===== src/rtl/spi_fc_pkg.sv =====
package spi_fc_pkg;

  localparam int BYTE_BITS = 8;

  typedef enum logic [1:0] {
    ST_IDLE = 2'd0,
    ST_RUN  = 2'd1,
    ST_HOLD = 2'd2,
    ST_FIN  = 2'd3
  } xfer_state_t;

  typedef enum logic {
    MODE_STD  = 1'b0,
    MODE_FULL = 1'b1
  } cap_mode_t;

  // Edge on which the host moves its output to the next bit.
  function automatic logic launch_edge(input cap_mode_t m, input logic rise, input logic fall);
    return (m == MODE_FULL) ? rise : fall;
  endfunction

  // Edge on which the host samples the returned bit.
  function automatic logic capture_edge(input cap_mode_t m, input logic rise, input logic fall);
    return (m == MODE_FULL) ? fall : rise;
  endfunction

endpackage


===== src/rtl/spi_fc_sckgen.sv =====
module spi_fc_sckgen #(
  parameter int DIV_W = 8
) (
  input  logic             clk,
  input  logic             rst_n,
  input  logic             run,
  input  logic             toggle,
  input  logic [DIV_W-1:0] half_q,
  output logic             sck,
  output logic             tick,
  output logic             rise_evt,
  output logic             fall_evt
);

  logic [DIV_W-1:0] cnt_q;
  logic             sck_q;

  assign tick     = run && (cnt_q == (half_q - DIV_W'(1)));
  assign rise_evt = tick && toggle && !sck_q;
  assign fall_evt = tick && toggle && sck_q;
  assign sck      = sck_q;

  always_ff @(posedge clk or negedge rst_n) begin
    if (!rst_n) begin
      cnt_q <= '0;
      sck_q <= 1'b0;
    end else if (!run) begin
      cnt_q <= '0;
      sck_q <= 1'b0;
    end else if (tick) begin
      cnt_q <= '0;
      if (toggle) sck_q <= ~sck_q;
    end else begin
      cnt_q <= cnt_q + DIV_W'(1);
    end
  end


  edge_on_tick_chk: assert property (@(posedge clk) disable iff (!rst_n)
    ($past(run) && (sck_q != $past(sck_q))) |-> $past(rise_evt || fall_evt));

endmodule


===== src/rtl/spi_fc_txshift.sv =====
module spi_fc_txshift
  import spi_fc_pkg::*;
(
  input  logic                 clk,
  input  logic                 rst_n,
  input  logic                 load_first,
  input  logic                 shift,
  input  logic                 more,
  input  logic [BYTE_BITS-1:0] tx_data,
  output logic                 mosi,
  output logic                 tx_taken
);

  localparam int BIT_CW = $clog2(BYTE_BITS);
  localparam logic [BIT_CW-1:0] LAST_BIT = BIT_CW'(BYTE_BITS - 1);

  logic [BYTE_BITS-1:0] sh_q;
  logic [BIT_CW-1:0]    n_q;
  logic                 taken_q;
  logic                 byte_wrap;
  logic                 take;

  assign byte_wrap = shift && (n_q == LAST_BIT);
  assign take      = load_first || (byte_wrap && more);
  assign mosi      = sh_q[BYTE_BITS-1];
  assign tx_taken  = taken_q;

  always_ff @(posedge clk or negedge rst_n) begin
    if (!rst_n) begin
      sh_q    <= '0;
      n_q     <= '0;
      taken_q <= 1'b0;
    end else begin
      taken_q <= take;
      if (load_first) begin
        sh_q <= tx_data;
        n_q  <= '0;
      end else if (shift) begin
        if (byte_wrap) begin
          sh_q <= more ? tx_data : '0;
          n_q  <= '0;
        end else begin
          sh_q <= {sh_q[BYTE_BITS-2:0], 1'b0};
          n_q  <= n_q + BIT_CW'(1);
        end
      end
    end
  end


  taken_pulse_chk: assert property (@(posedge clk) disable iff (!rst_n)
    tx_taken |=> !tx_taken);

endmodule


===== src/rtl/spi_fc_rxshift.sv =====
module spi_fc_rxshift
  import spi_fc_pkg::*;
(
  input  logic                 clk,
  input  logic                 rst_n,
  input  logic                 clear,
  input  logic                 capture,
  input  logic                 miso,
  output logic [BYTE_BITS-1:0] rx_data,
  output logic                 rx_valid
);

  localparam int BIT_CW = $clog2(BYTE_BITS);
  localparam logic [BIT_CW-1:0] LAST_BIT = BIT_CW'(BYTE_BITS - 1);

  logic [BYTE_BITS-1:0] sh_q;
  logic [BYTE_BITS-1:0] out_q;
  logic [BIT_CW-1:0]    n_q;
  logic                 vld_q;
  logic [BYTE_BITS-1:0] next_sh;

  assign next_sh  = {sh_q[BYTE_BITS-2:0], miso};
  assign rx_data  = out_q;
  assign rx_valid = vld_q;

  always_ff @(posedge clk or negedge rst_n) begin
    if (!rst_n) begin
      sh_q  <= '0;
      out_q <= '0;
      n_q   <= '0;
      vld_q <= 1'b0;
    end else begin
      vld_q <= 1'b0;
      if (clear) begin
        n_q <= '0;
      end else if (capture) begin
        sh_q <= next_sh;
        if (n_q == LAST_BIT) begin
          out_q <= next_sh;
          vld_q <= 1'b1;
          n_q   <= '0;
        end else begin
          n_q <= n_q + BIT_CW'(1);
        end
      end
    end
  end


  rx_valid_pulse_chk: assert property (@(posedge clk) disable iff (!rst_n)
    rx_valid |=> !rx_valid);

endmodule


===== src/rtl/spi_fullcycle_host.sv =====
module spi_fullcycle_host
  import spi_fc_pkg::*;
#(
  parameter int DIV_W = 8,
  parameter int CNT_W = 8
) (
  input  logic                 clk,
  input  logic                 rst_n,
  input  logic                 start,
  input  logic                 cap_mode,
  input  logic [DIV_W-1:0]     div_half,
  input  logic [CNT_W-1:0]     byte_count,
  input  logic [BYTE_BITS-1:0] tx_data,
  output logic                 tx_taken,
  output logic [BYTE_BITS-1:0] rx_data,
  output logic                 rx_valid,
  output logic                 busy,
  output logic                 done,
  output logic                 sck,
  output logic                 cs_n,
  output logic                 mosi,
  input  logic                 miso
);

  localparam int BIT_CW = $clog2(BYTE_BITS);
  localparam logic [BIT_CW-1:0] LAST_BIT = BIT_CW'(BYTE_BITS - 1);

  function automatic logic [DIV_W-1:0] eff_half(input logic [DIV_W-1:0] d);
    return (d == '0) ? DIV_W'(1) : d;
  endfunction

  xfer_state_t       state_q;
  cap_mode_t         mode_q;
  logic [DIV_W-1:0]  half_q;
  logic [CNT_W-1:0]  left_q;
  logic [BIT_CW-1:0] fbit_q;
  logic              cs_n_q;

  // Named internal events
  logic go;
  logic run;
  logic toggle;
  logic tick;
  logic rise_evt;
  logic fall_evt;
  logic launch_evt;
  logic capture_evt;
  logic more_bytes;

  assign go          = (state_q == ST_IDLE) && start && (byte_count != '0);
  assign run         = (state_q == ST_RUN) || (state_q == ST_HOLD);
  assign toggle      = (state_q == ST_RUN);
  assign launch_evt  = launch_edge(mode_q, rise_evt, fall_evt);
  assign capture_evt = capture_edge(mode_q, rise_evt, fall_evt);
  assign more_bytes  = (left_q > CNT_W'(1));

  assign busy = (state_q != ST_IDLE);
  assign done = (state_q == ST_FIN);
  assign cs_n = cs_n_q;

  always_ff @(posedge clk or negedge rst_n) begin
    if (!rst_n) begin
      state_q <= ST_IDLE;
      mode_q  <= MODE_STD;
      half_q  <= DIV_W'(1);
      left_q  <= '0;
      fbit_q  <= '0;
      cs_n_q  <= 1'b1;
    end else begin
      case (state_q)
        ST_IDLE: begin
          if (go) begin
            state_q <= ST_RUN;
            mode_q  <= cap_mode_t'(cap_mode);
            half_q  <= eff_half(div_half);
            left_q  <= byte_count;
            fbit_q  <= '0;
            cs_n_q  <= 1'b0;
          end
        end
        ST_RUN: begin
          if (fall_evt) begin
            if (fbit_q == LAST_BIT) begin
              fbit_q <= '0;
              if (left_q == CNT_W'(1)) state_q <= ST_HOLD;
              else                     left_q  <= left_q - CNT_W'(1);
            end else begin
              fbit_q <= fbit_q + BIT_CW'(1);
            end
          end
        end
        ST_HOLD: begin
          if (tick) begin
            cs_n_q  <= 1'b1;
            state_q <= ST_FIN;
          end
        end
        default: state_q <= ST_IDLE;
      endcase
    end
  end

  spi_fc_sckgen #(.DIV_W(DIV_W)) i_sckgen (
    .clk      (clk),
    .rst_n    (rst_n),
    .run      (run),
    .toggle   (toggle),
    .half_q   (half_q),
    .sck      (sck),
    .tick     (tick),
    .rise_evt (rise_evt),
    .fall_evt (fall_evt)
  );

  spi_fc_txshift i_tx (
    .clk        (clk),
    .rst_n      (rst_n),
    .load_first (go),
    .shift      (launch_evt),
    .more       (more_bytes),
    .tx_data    (tx_data),
    .mosi       (mosi),
    .tx_taken   (tx_taken)
  );

  spi_fc_rxshift i_rx (
    .clk      (clk),
    .rst_n    (rst_n),
    .clear    (go),
    .capture  (capture_evt),
    .miso     (miso),
    .rx_data  (rx_data),
    .rx_valid (rx_valid)
  );


  sck_idle_low_chk: assert property (@(posedge clk) disable iff (!rst_n)
    cs_n |-> !sck);


  done_one_cycle_chk: assert property (@(posedge clk) disable iff (!rst_n)
    done |=> !done);


  done_with_cs_high_chk: assert property (@(posedge clk) disable iff (!rst_n)
    done |-> (cs_n && !sck));


  cfg_held_chk: assert property (@(posedge clk) disable iff (!rst_n)
    (busy && $past(busy)) |-> ($stable(mode_q) && $stable(half_q)));

endmodule


===== config.mk =====
export PLATFORM = sky130hd
export DESIGN_NAME = spi_fullcycle_host
export DESIGN_NICKNAME = d
export VERILOG_FILES = /design/src/rtl/spi_fc_pkg.sv /design/src/rtl/spi_fc_sckgen.sv /design/src/rtl/spi_fc_txshift.sv /design/src/rtl/spi_fc_rxshift.sv /design/src/rtl/spi_fullcycle_host.sv
export SDC_FILE = /design/constraint.sdc
export NUM_CORES = 1
export LEC_CHECK = 0
export ABC_AREA = 0
export BUFFER_PORTS_ARGS = -buffer_cell sky130_fd_sc_hd__buf_2
export CORE_ASPECT_RATIO = 1.1
export CORE_MARGIN = 5
export CORE_UTILIZATION = 58
export CTS_BUF_LIST = sky130_fd_sc_hd__clkbuf_16
export DETAILED_ROUTE_END_ITERATION = 16
export PLACE_DENSITY = 0.79
export SKIP_LAST_GASP = 1
export SYNTH_ARGS = -nofsm -noshare
export SYNTH_HDL_FRONTEND = slang
export SYNTH_HIERARCHICAL = 1
export SYNTH_SLANG_ARGS = --single-unit

===== constraint.sdc =====
create_clock -name clk -period 4.25 [get_ports clk]
set_input_delay 0.425 -clock clk [delete_from_list [all_inputs] [get_ports clk]]
set_output_delay 0.425 -clock clk [all_outputs]
set_load 0.01 [all_outputs]

---- Word level (Yosys, flattened, before mapping) ----
Cells that the tools add are included.
storage, ports and cells
  register bits ........................... 63
  bits of input ports ..................... 29
  output and inout bits ................... 15
  logic and storage cells ................. 106
operators by class
  $add $sub $neg .......................... 6
  $lt $le $gt $ge ......................... 1
  equal/unequal tests ..................... 16
  multiplexer cells ....................... 39
  bitwise gates (word level) .............. 2
  reductions and logical operators ........ 27
operators with widths
  kind                                                number
  2-to-1 mux 8 bit                                    11
  2-to-1 mux 3 bit                                    9
  one-hot mux 8 bit (2 select lines)                  1
  subtractor 8 x 1 -> 8 bit, second input constant    2
  != test 2 bit, second input constant                6
  2-to-1 mux 1 bit                                    10
  2-to-1 mux 2 bit                                    5
  AND reduction 5 bit                                 2
  nonzero test 2 bit                                  5
  adder 3 x 1 -> 3 bit, second input constant         3
  == test 3 bit, second input constant                3
  AND reduction 3 bit                                 3
  adder 8 x 1 -> 8 bit, second input constant         1
  == test 8 x 1 -> 1 bit, second input constant       1
  == test 8 bit                                       1
  > comparator 8 x 1 -> 1 bit, second input constant  1
  logical AND 1 bit                                   8
  logical NOT 8 bit                                   1
  nonzero test 8 bit                                  1
  one-hot mux 2 bit (3 select lines)                  1
  one-hot mux 3 bit (2 select lines)                  1
  AND reduction 2 bit                                 3
  == test 2 bit, second input constant                2
  != test 2 x 1 -> 1 bit, second input constant       2
  6 further kinds                                     8

---- Depth between registers and ports, before layout ----
Gate-level depths: netlist (run 1).
  depth after elaboration ................. 10
  gate-level depth with buffers ........... 14
  gate-level depth less buffers ........... 13

---- Modules after synthesis ----
The synthesis (run 1) kept the hierarchy.
by module, submodules not included
  module              instances  cells an instance  area each (um^2)  sequential area each (um^2)
  spi_fullcycle_host  1          138                1410.1            578.1
  spi_fc_rxshift      1          48                 803.3             475.5
  spi_fc_sckgen       1          88                 758.2             225.2
  spi_fc_txshift      1          61                 628.1             300.3

---- Worst setup path after synthesis (run 1) ----
No wires, ideal clock.
  kind .................................... register to register
  start ................................... reg half_q[0]
  end ..................................... reg i_rx.sh_q[0]
  setup time .............................. 125 ps
  data arrival time ....................... 2941 ps
  required time ........................... 4125 ps
  path slack .............................. 1184 ps
  stages on the path, launching flop included .. 15
  buffers on the path ..................... 3
  period minus slack after synthesis ...... 3066 ps
  cells stage by stage .................... dfstp_2 inv_1 ha_1 buf_2 xnor2_1 a21oi_1 o21ai_0 a2111oi_4 and3_1 and3_1 mux2_2 buf_6 nor2b_4 buf_6 mux2_4
on the way
  longest elaborated chain between the ends .. 7
  elaborated cells between the ends (all ways) .. 8
  those cells by class .................... add/sub: 1; eq/ne: 1; mux: 1; reduce/logical: 5
ends and longest elaborated chain
  what                            line                      RTL
  start, declared                 spi_fullcycle_host.sv:34  logic [DIV_W-1:0] half_q;
  start signal, assigned          spi_fullcycle_host.sv:75  half_q <= eff_half(div_half);
  subtractor 8 x 1 -> 8 bit       spi_fc_sckgen.sv:18       assign tick = run && (cnt_q == (half_q - DIV_W'(1)));
  == test 8 bit                   spi_fc_sckgen.sv:18
  logical AND 1 bit               spi_fc_sckgen.sv:18
  via tick                        spi_fullcycle_host.sv:43  logic tick;
  logical AND 1 bit (2 in a row)  spi_fc_sckgen.sv:20       assign fall_evt = tick && toggle && sck_q;
  via fall_evt                    spi_fullcycle_host.sv:45  logic fall_evt;
  2-to-1 mux 1 bit                spi_fc_pkg.sv:24          return (m == MODE_FULL) ? fall : rise;
  via capture_evt                 spi_fullcycle_host.sv:47  logic capture_evt;
  AND reduction 2 bit (no line)   n/a
  end signal, assigned            spi_fc_rxshift.sv:37      sh_q <= next_sh;
  end, declared                   spi_fc_rxshift.sv:16      logic [BYTE_BITS-1:0] sh_q;
The timed path passes the listed nets, and every way through them passes these cells.
A chain may end at the register's enable or synchronous reset.

---- Final worst setup path (run 1) ----
  start ................................... reg half_q[0]
  end ..................................... reg left_q[5]
on the way
  longest elaborated chain between the ends .. 7
ends and longest elaborated chain
  what                            line                      RTL
  subtractor 8 x 1 -> 8 bit       spi_fc_sckgen.sv:18
  == test 8 bit                   spi_fc_sckgen.sv:18
  logical AND 1 bit               spi_fc_sckgen.sv:18
  via tick                        spi_fullcycle_host.sv:43
  logical AND 1 bit (2 in a row)  spi_fc_sckgen.sv:20
  via fall_evt                    spi_fullcycle_host.sv:45
  != test 2 bit (no line)         n/a
  AND reduction 5 bit (no line)   n/a
  end signal, assigned            spi_fullcycle_host.sv:76  left_q <= byte_count;
  end signal, assigned            spi_fullcycle_host.sv:86  else left_q <= left_q - CNT_W'(1);
  end, declared                   spi_fullcycle_host.sv:35  logic [CNT_W-1:0] left_q;
The timed path passes the listed nets, and every way through them passes these cells.

==> impl_metrics.py, run 1 <==
metrics = {
    "status": {
        "status": "finished clean",
    },
    "cells_and_area": {
        "finalNetCount": 418,
        "drive_gt1_frac": 0.2605,
        "diodes": 0,
        "fill_cells": 471,
        "multi_input_area_um2": 1856,
        "seq_area_um2": 1579,
        "syn2layout_area_growth_pct": 14.53,
    },
    "critical_path": {
        "r2r_setup_slack_ps": 810,
        "crit_chain": "inv_1 > ha_1 > xnor2_1 > a21oi_1 > o21ai_0 > a2111oi_4 > and3_1 > and3_1 > mux2i_1 > a21o_2 > or4_1 > nand3_1",
        "crit_type": "flip-flop to flip-flop",
        "reg2reg_to": "left_q[5]",
        "reg2reg_depth": 12,
        "cp-end-kind": "flip-flop",
        "worstPathMaxFanout": 17,
        "critPathMaxStageDelay_ps": 580,
        "start_kind": "flip-flop",
        "critPathArrivalTime_ps": 3700,
        "cp_slowest_cell": "dfstp_2",
        "worst-path-buf-inv": 1,
        "r2r-start": "half_q[0]",
        "cp.required_ps": 4510,
        "cp_common_cell": "and3_1",
        "crit_family": "simple AND/OR/NAND/NOR gates",
        "cp_num_cells": 12,
    },
    "synthesis": {
        "avgSynthCellArea_um2": 10.75,
        "synth_largest_area_cell": "dfrtp_1",
        "ys_types": 65,
        "syn_inst": 335,
        "ys_warn_count": 6,
        "synthTopCellsByArea": "dfrtp_1, ha_1, a21oi_1, mux2_2, mux2_4",
        "synth-seq-cells": 63,
        "synth_fp_nets": 378,
        "synthFlopType": "dfrtp_1",
        "synth_most_common_cell": "dfrtp_1",
        "netlist_area_um2": 3600,
        "synth-edff-count": 0,
        "synth_commonest_cells": "dfrtp_1, a21oi_1, nand2_1, nor2_1",
        "yosysSeqAreaShare": 0.4387,
        "synth_top_area_share": 0.4241,
        "async_flop_share": 1.000,
    },
    "pwr": {
        "p_seq_frac": 0.376,
        "swShare": 0.3707,
        "p_comb_frac": 0.341,
        "power.switching_uw": 939.8,
        "finalPower_mw": 2.535,
        "vdd_drop_max_mv": 0.3832,
        "p_leak_nw": 1.970,
        "internal_power_mw": 1.595,
        "p_clk_frac": 0.283,
        "power_density_nw_per_um2": 614.9,
    },
    "timing": {
        "setup_viol_count_final": 0,
        "timing.final.crit_share": 0.8094,
        "rsz0062_at_grt": "false",
        "max_freq_mhz": 290.7,
        "setup_ws_ps": 809.9,
        "clock-skew-final_ps": 5.618,
        "hold_viol_final": 0,
        "final.min_clock_period_ps": 3440,
        "maxSlewViolCount": 0,
        "slew_headroom": 0.5984,
        "worst_pin_slew_ps": 602.3,
        "tns_ps": 0,
    },
    "cts": {
        "cts_resized": 0,
        "root_buffer": "clkbuf_16",
        "clkSinkCount": 63,
        "clk_latency_ps": 330,
        "htreeDepth": 3,
        "cts_made_buffers": 9,
        "cts.path.max_buffers": 2,
        "postCtsSetupBuffers": 0,
        "clkTransAtPathRegs_ps": 50,
        "ctsHoldBuffers": 0,
        "cts_tree": "built",
    },
    "global_routing": {
        "grt_max_degree": 42,
        "grt_antenna_before_repair": 0,
        "grtUsageTotal": 0.1979,
        "overflow": 0,
        "grt_pass1_vias": 2660,
        "grt_pass1_wl_um": 12540,
    },
    "floorplan": {
        "initial_core_util": 0.5883,
        "pin_count": 44,
        "core_um2": 6118,
        "rows": 30,
        "dieArea_um2": 7884,
        "die_x_um": 85.12,
        "dieHeight_um": 92.63,
    },
    "detailed_routing": {
        "vias": 2623,
        "routed_wl_um": 7228,
        "routedWlPerCell_um": 15.71,
        "drtPass1Iterations": 4,
        "drc": 0,
        "drtIter0Drc": 100,
        "vias_per_cell": 5.702,
        "antenna_left": 0,
    },
    "place": {
        "dpl_worst_slack_ps": 898.3,
        "gp_congestion": 0.8154,
        "io_buffers": 43,
        "hpwl_um": 5037,
    },
    "worst_hold_path": {
        "hp-class": "primary input to async pin",
    },
    "job": {
        "max_cap_viol_count": 0,
    },
}
==> how the worst max path moves through the flow <==
stage	slack (ps)	to	from
floorplan	1180	i_rx/sh_q[0]	half_q[0]
global placement	1030	left_q[5]	half_q[0]
detailed placement	900	i_rx/sh_q[0]	half_q[0]
CTS	830	left_q[5]	half_q[0]
global route	560	left_q[0]	half_q[0]
finish	810	left_q[5]	half_q[0]
==> cells in the final DEF (no fill, tap or decap), types with 3 or more instances in the layout <==
cell,netlist,routed
o21ai_0,5,5
nor3b_1,3,3
buf_2,8,43
a21oi_1,25,25
xnor2_1,11,11
mux2_4,7,7
nor2b_1,10,10
nand4_1,4,4
nand2b_1,10,10
o22a_1,7,7
xor2_1,5,5
ha_1,14,14
and3_1,4,4
inv_1,14,14
o21ai_1,4,4
nand2_1,22,22
buf_4,1,3
or4_1,4,4
nor4_1,3,3
nand3b_1,3,3
nor3_1,5,5
mux2_2,10,10
mux2i_1,7,7
clkbuf_16,0,9
dfrtp_1,61,61
nand3_1,9,9
mux2_1,9,9
nor2_1,17,16
==> stage by stage <==
step | cell area (um2) | utilization | hold slack (ps) | std cells
floorplan | 3600 | - | 129.4 | 335
global placement | 3825 | 0.6252 | 414.1 | 444
detailed placement | 3825 | 0.6252 | 416.8 | 444
CTS | 4123 | 0.6738 | 75.57 | 460
global route | 4123 | 0.6738 | 111.3 | 460
finish | 4123 | 0.6738 | 62.21 | 460
==> cells by family (layout without fill, tap and decap cells) <==
group                      count (synthesis)  in the layout  synth area share
muxes                                     33             33            0.1081
and+or+nand+nor                          114            114            0.1915
xor gates and xnor gates                  16             16           0.03893
adders and majority gates                 14             14           0.04866
AOI/OAI and AO/OA                         64             64            0.1276
buffers and inverters                     31             76           0.04658
DFF                                       63             63            0.4387
==> layout make-up <==
| type | instances | share of cell area |
|---|---|---|
| timing repair buffer | 46 | 0.05766 |
| inverter | 14 | 0.01275 |
| multi-input combinational | 241 | 0.4501 |
| clock buffer | 9 | 0.05463 |
| tap | 80 | 0.02428 |
| sequential | 63 | 0.3830 |
| clock inverter | 7 | 0.01760 |
==> power groups by stage <==
| stage | Combinational [mW] | Sequential [mW] | Clock (mW) |
|---|---|---|---|
| floorplan | 0.724 | 0.896 | 0 |
| global placement | 0.826 | 0.948 | 0 |
| detailed placement | 0.850 | 0.961 | 0 |
| CTS | 0.866 | 0.951 | 0.737 |
| global route | 0.960 | 0.981 | 0.764 |
| finish | 0.864 | 0.952 | 0.718 |
==> layer usage <==
metal / track usage / wire [um] / vias to the layer above
met5: 0 / 0 / -
met4: 0.08443 / 102 / 0
met3: 0.03381 / 287 / 10
met2: 0.3303 / 3685 / 52
met1: 0.2519 / 3154 / 1277
li1: - / - / 1284
==> registers in the layout, summed over array words and instances (netlist names), 2 cells and up <==
register        count
fbit_q              3
half_q              8
i_rx/n_q            3
i_rx/rx_data        8
i_rx/sh_q           7
i_sckgen/cnt_q      8
i_tx/n_q            3
i_tx/sh_q           8
left_q              8
state_q             2
Note: power is estimated with default switching activity, not from simulation.
==> inputs of run 2 (changes only) <==
--- a/config.mk
+++ b/config.mk
@@ -9,10 +9,10 @@
 export BUFFER_PORTS_ARGS = -buffer_cell sky130_fd_sc_hd__buf_2
 export CORE_ASPECT_RATIO = 1.1
 export CORE_MARGIN = 5
-export CORE_UTILIZATION = 58
+export CORE_UTILIZATION = 53
 export CTS_BUF_LIST = sky130_fd_sc_hd__clkbuf_16
 export DETAILED_ROUTE_END_ITERATION = 16
-export PLACE_DENSITY = 0.79
+export PLACE_DENSITY = 0.76
 export SKIP_LAST_GASP = 1
 export SYNTH_ARGS = -nofsm -noshare
 export SYNTH_HDL_FRONTEND = slang
==> constraint.sdc (replaced) <==
create_clock -name clk -period 2.76 [get_ports clk]
set_input_delay 0.276 -clock clk [delete_from_list [all_inputs] [get_ports clk]]
set_output_delay 0.276 -clock clk [all_outputs]
set_load 0.01 [all_outputs]
==> run 2 against run 1 <==
  * The run now ends with negative setup slack left
  * Final cell count grew 5.7%
  * Flip-flop and latch count is the same
  * Non-clock buffer count grew 23
  * Combinational power grew 91%
  * Largest cell class unchanged
  * Total power grew 63%
  * Die area grew 8.3%
  * Setup slack lost 920 ps
  * Sequential power grew 54%
  * Clock skew grew 1.9 ps
  * Core utilization shrank 0.32 points
  * Clock power grew 42%
==> impl_metrics.py, run 2 (synthesis results as in run 1) <==
metrics = {
    "timing": {
        "setup_viol_count_final": 20,
        "clock-skew-final_ps": 7.537,
        "setup_ws_ps": -106.8,
        "hold_viol_final": 0,
        "timing.final.crit_share": 1.039,
        "maxSlewViolCount": 0,
        "slew_headroom": 0.4316,
        "final.min_clock_period_ps": 2867,
        "max_freq_mhz": 348.8,
        "rsz0062_at_grt": "true",
        "worst_pin_slew_ps": 851.7,
    },
    "floorplan": {
        "initial_core_util": 0.5459,
        "dieHeight_um": 96.44,
        "dieArea_um2": 8542,
        "pin_count": 44,
        "core_um2": 6594,
        "die_x_um": 88.58,
        "rows": 31,
    },
    "detailed_routing": {
        "vias": 2718,
        "drtIter0Drc": 116,
        "vias_per_cell": 5.593,
        "drc": 0,
        "routed_wl_um": 7936,
        "drtPass1Iterations": 4,
        "antenna_left": 0,
        "routedWlPerCell_um": 16.33,
    },
    "cts": {
        "root_buffer": "clkbuf_16",
        "ctsHoldBuffers": 0,
        "htreeDepth": 3,
        "clk_latency_ps": 330,
        "clkTransAtPathRegs_ps": 50,
        "clkSinkCount": 63,
        "cts_made_buffers": 9,
        "cts_tree": "built",
        "cts.path.max_buffers": 2,
    },
    "status": {
        "status": "finished with violations",
        "violations": "negative setup slack",
    },
    "global_routing": {
        "grt_max_degree": 64,
        "overflow": 0,
        "grt_antenna_before_repair": 0,
        "grt_pass1_vias": 2745,
        "grtUsageTotal": 0.1972,
        "grt_pass1_wl_um": 12900,
    },
    "cells_and_area": {
        "final_area_um2": 4422,
        "finalNetCount": 442,
        "layout_common_cells": "dfrtp_1, buf_2, a21oi_1",
        "final_common_cell": "dfrtp_1",
        "diodes": 0,
        "fill_cells": 490,
        "syn2layout_area_growth_pct": 22.84,
        "drive_gt1_frac": 0.3515,
    },
    "place": {
        "io_buffers": 43,
        "hpwl_um": 5393,
        "postPlaceCellArea_um2": 3985,
        "gp_congestion": 0.8098,
    },
    "pwr": {
        "vdd_drop_max_mv": 0.5286,
        "p_leak_nw": 2.130,
        "power_density_nw_per_um2": 934.9,
        "finalPower_mw": 4.134,
    },
    "critical_path": {
        "cp_slowest_cell": "dfstp_2",
        "cp_common_cell": "and3_4",
        "cp-end-kind": "flip-flop",
        "cp.required_ps": 2970,
        "start_kind": "flip-flop",
        "critPathMaxStageDelay_ps": 370,
        "crit_chain": "buf_4 > or2_4 > nor4_2 > xnor2_1 > a2111oi_4 > and3_4 > and3_4 > nand3b_1 > a21oi_1 > o21ai_1 > nor2_1 > mux2_1",
        "crit_type": "flip-flop to flip-flop",
        "worstPathMaxFanout": 5,
        "critPathArrivalTime_ps": 3070,
    },
    "job": {
        "max_cap_viol_count": 0,
    },
    "worst_hold_path": {
        "hp-class": "primary input to async pin",
    },
}
[run 2: worst paths after layout]
check	from	endpoint	slack, ps	cells after the start
setup / recovery	half_q[0]	state_q[1]	-110	12
hold / removal	rst_n	i_rx/rx_valid	110	2
setup reg to reg	half_q[0]	state_q[1]	-110	12
hold reg to reg	fbit_q[2]	fbit_q[2]	480	2
max in group asynchronous	rst_n	half_q[2]	2090	2
min in group clk	tx_data[0]	i_tx/sh_q[0]	150	3
[run 2: per-layer routing]
metal / wire [um] / up-vias / track usage / share of wire
li1: - / 1330 / - / -
met1: 3372 / 1331 / 0.2403 / 0.42
met2: 4144 / 46 / 0.3329 / 0.52
met3: 298 / 11 / 0.06107 / 0.038
met4: 121 / 0 / 0.06423 / 0.015
met5: 0 / - / 0 / 0
[run 2: area by class of cell]
type | count | area (um2) | area share
multi-input cells | 242 | 1964 | 0.4443
flip-flops and latches | 63 | 1580 | 0.3574
repair buffers | 69 | 449.2 | 0.1016
clock buffers | 9 | 225.2 | 0.05093
well taps | 82 | 102.6 | 0.02320
inverters | 14 | 52.55 | 0.01188
clock inverters | 7 | 47.55 | 0.01075
[run 2: worst max-delay path, delay by kind of cell, from the launching register on]
family	cells	cell delay (ps)
flops	1	370
mux	1	340
xor+xnor	1	170
buf+inv	1	150
simple gates	6	1230
compound gates	3	510
[run 2: where the power goes]
group / switching (mW) / leakage [nW] / internal (mW) / total (mW)
clock network: 0.416 / 0.132 / 0.606 / 1.02
logic: 0.852 / 1.19 / 0.795 / 1.65
registers: 0.291 / 0.811 / 1.17 / 1.47
[run 2: timing repair]
item	CTS	global route
gates resized for setup	3	20
cloned	1	0
endpoints found under the setup margin	26	40
buffers inserted	5	1
hold endpoints to repair	0	0
pin swaps	4	6
[run 2: through the flow]
| stage | hold slack [ps] | TNS, ps | util | setup slack, ps | instances |
|---|---|---|---|---|---|
| CTS | 144.8 | -563.8 | 0.6573 | -80.96 | 485 |
| detailed placement | 466.6 | -1980 | 0.6044 | -152.8 | 463 |
| global route | 157.6 | -4467 | 0.6706 | -231.8 | 486 |
| floorplan | -19.59 | -2073 | - | -197.2 | 335 |
| finish | 114.9 | -1422 | 0.6706 | -106.8 | 486 |
| global placement | 459.6 | -482.4 | 0.6044 | -53.38 | 463 |
==> inputs of run 3 (changes only) <==
==> constraint.sdc (replaced) <==
create_clock -name clk -period 2.76 [get_ports clk]
set_input_delay 0.552 -clock clk [delete_from_list [all_inputs] [get_ports clk]]
set_output_delay 0.552 -clock clk [all_outputs]
set_load 0.01 [all_outputs]
==> run 3 against run 2 <==
  * The run still ends with negative setup slack left
  * Setup slack hardly changed
  * Routed wire length up 1.4%
  * Final cell count did not move
  * First-iteration DRC count decreased by 25%
  * Sequential power is essentially flat
  * Core utilization up 0.99 points
  * Combinational power hardly changed
  * Die area unchanged
  * Sequential share of layout area shrank 0.55 points
  * Clock skew is essentially flat
  * Largest cell class unchanged
  * Largest power group unchanged
  * Highest routed layer unchanged
==> impl_metrics.py, run 3 (synthesis results as in run 1) <==
metrics = {
    "timing": {
        "final.min_clock_period_ps": 2866,
        "timing.final.crit_share": 1.039,
        "max_freq_mhz": 348.9,
        "hold_viol_final": 0,
        "rsz0062_at_grt": "true",
        "worst_pin_slew_ps": 859.2,
        "clock-skew-final_ps": 7.422,
        "maxSlewViolCount": 0,
        "slew_headroom": 0.4266,
        "setup_viol_count_final": 17,
        "setup_ws_ps": -106.3,
    },
    "worst_hold_path": {
        "hp-class": "primary input to async pin",
    },
    "pwr": {
        "power.switching_mw": 1.573,
        "p_leak_nw": 2.166,
        "swShare": 0.3624,
        "p_seq_frac": 0.336,
        "internal_power_mw": 2.768,
        "vdd_drop_max_mv": 0.6470,
        "p_clk_frac": 0.285,
        "finalPower_mw": 4.341,
        "p_comb_frac": 0.380,
        "power_density_nw_per_um2": 967.6,
    },
    "critical_path": {
        "cp_num_cells": 12,
        "start_kind": "flip-flop",
        "critPathArrivalTime_ps": 3130,
        "crit_type": "flip-flop to flip-flop",
        "crit_family": "simple AND/OR/NAND/NOR gates",
        "cp.required_ps": 3020,
        "cp-end-kind": "flip-flop",
        "reg2reg_depth": 12,
        "crit_chain": "inv_2 > ha_4 > xnor2_1 > a21oi_1 > o21ai_1 > a2111oi_4 > and3_4 > and3_4 > mux2i_1 > a21o_2 > or4_1 > nand3_1",
        "worst-path-buf-inv": 1,
        "critPathMaxStageDelay_ps": 540,
        "worstPathMaxFanout": 8,
        "cp_slowest_cell": "dfstp_2",
        "cp_common_cell": "and3_4",
    },
    "floorplan": {
        "core_um2": 6594,
        "initial_core_util": 0.5459,
        "dieHeight_um": 96.44,
        "dieArea_um2": 8542,
        "die_x_um": 88.58,
        "rows": 31,
        "pin_count": 44,
    },
    "global_routing": {
        "overflow": 0,
        "grtUsageTotal": 0.1956,
        "grt_antenna_before_repair": 0,
        "grt_pass1_wl_um": 12700,
        "grt_max_degree": 39,
        "grt_pass1_vias": 2661,
    },
    "detailed_routing": {
        "antenna_left": 0,
        "routedWlPerCell_um": 16.56,
        "drtIter0Drc": 87,
        "vias": 2717,
        "drtPass1Iterations": 4,
        "vias_per_cell": 5.591,
        "routed_wl_um": 8047,
        "drc": 0,
    },
    "cts": {
        "cts_tree": "built",
        "clk_latency_ps": 330,
        "root_buffer": "clkbuf_16",
        "clkTransAtPathRegs_ps": 60,
        "cts.path.max_buffers": 2,
        "htreeDepth": 3,
        "clkSinkCount": 63,
        "cts_made_buffers": 9,
    },
    "place": {
        "placed_cells": 463,
        "postPlaceCellArea_um2": 3998,
        "gp_congestion": 0.8063,
        "hpwl_um": 5330,
        "io_buffers": 43,
    },
    "cells_and_area": {
        "final_common_cell": "dfrtp_1",
        "diodes": 0,
        "layout_common_cells": "dfrtp_1, buf_2, a21oi_1, nand2_1, buf_4",
        "drive_gt1_frac": 0.3490,
        "finalNonFillerCells": 486,
        "syn2layout_area_growth_pct": 24.64,
        "finalNetCount": 442,
        "final_area_um2": 4487,
    },
    "job": {
        "max_cap_viol_count": 0,
    },
    "status": {
        "violations": "negative setup slack",
        "status": "finished with violations",
    },
}
[run 3: cell count changes in the layout (fill, tap and decap cells not counted), sizes merged]
cell | previous run | this run
bufinv | 0 | 2
clkinv | 4 | 2
clkinvlp | 2 | 1
inv | 15 | 16
[run 3: layer usage]
metal  track usage  wire length (um)  vias up
li1              -                 -     1331
met2        0.3236              4189       40
met5             0                 0        -
met1        0.2463              3417     1330
met4       0.09572               198        0
met3       0.03562               241       16
[run 3: repair_timing]
action,4_1_cts,5_1_grt
pin swaps,5,3
cloned,1,0
endpoints found under the setup margin,26,41
setup buffers,4,2
resized for setup,3,16
hold buffers,0,0
[run 3: worst paths after layout]
check                           startpoint               to  slack [ps]
min in group clk                tx_data[0]     i_tx/sh_q[0]         440
max in group asynchronous            rst_n             cs_n        1860
worst max register to register   half_q[0]        left_q[5]        -110
worst min-delay path                 rst_n  i_rx/rx_data[5]         230
worst min register to register   fbit_q[2]        fbit_q[2]         480
worst max-delay path             half_q[0]        left_q[5]        -110
[run 3: area by class of cell]
| type | instances | area [um2] |
|---|---|---|
| Fill cell | 464 | 2107 |
| Sequential cell | 63 | 1579 |
| Multi-Input combinational cell | 242 | 1968 |
| Clock inverter | 7 | 105.1 |
| Timing Repair Buffer | 69 | 454.2 |
| Clock buffer | 9 | 225.2 |
| Inverter | 14 | 52.55 |
| Tap cell | 82 | 102.6 |
[run 3: per-stage QoR]
stage / setup WS (ps) / setup TNS [ps] / util / hold WS (ps)
4_1_cts: -110.0 / -495.8 / 0.6662 / 241.4
6_report: -106.3 / -784.3 / 0.6805 / 227.6
2_1_floorplan: -197.2 / -2073 / - / 256.4
3_3_place_gp: -47.29 / -499.0 / 0.6063 / 460.6
5_1_grt: -309.8 / -5195 / 0.6805 / 276.0
3_5_place_dp: -163.2 / -1950 / 0.6063 / 468.4
[run 3: power groups by stage]
stage / logic [mW] / clock network (mW) / registers (mW)
2_1_floorplan: 1.16 / 0 / 1.38
3_3_place_gp: 1.47 / 0 / 1.45
3_5_place_dp: 1.52 / 0 / 1.46
4_1_cts: 1.55 / 1.26 / 1.45
5_1_grt: 1.83 / 1.30 / 1.50
6_report: 1.65 / 1.24 / 1.46
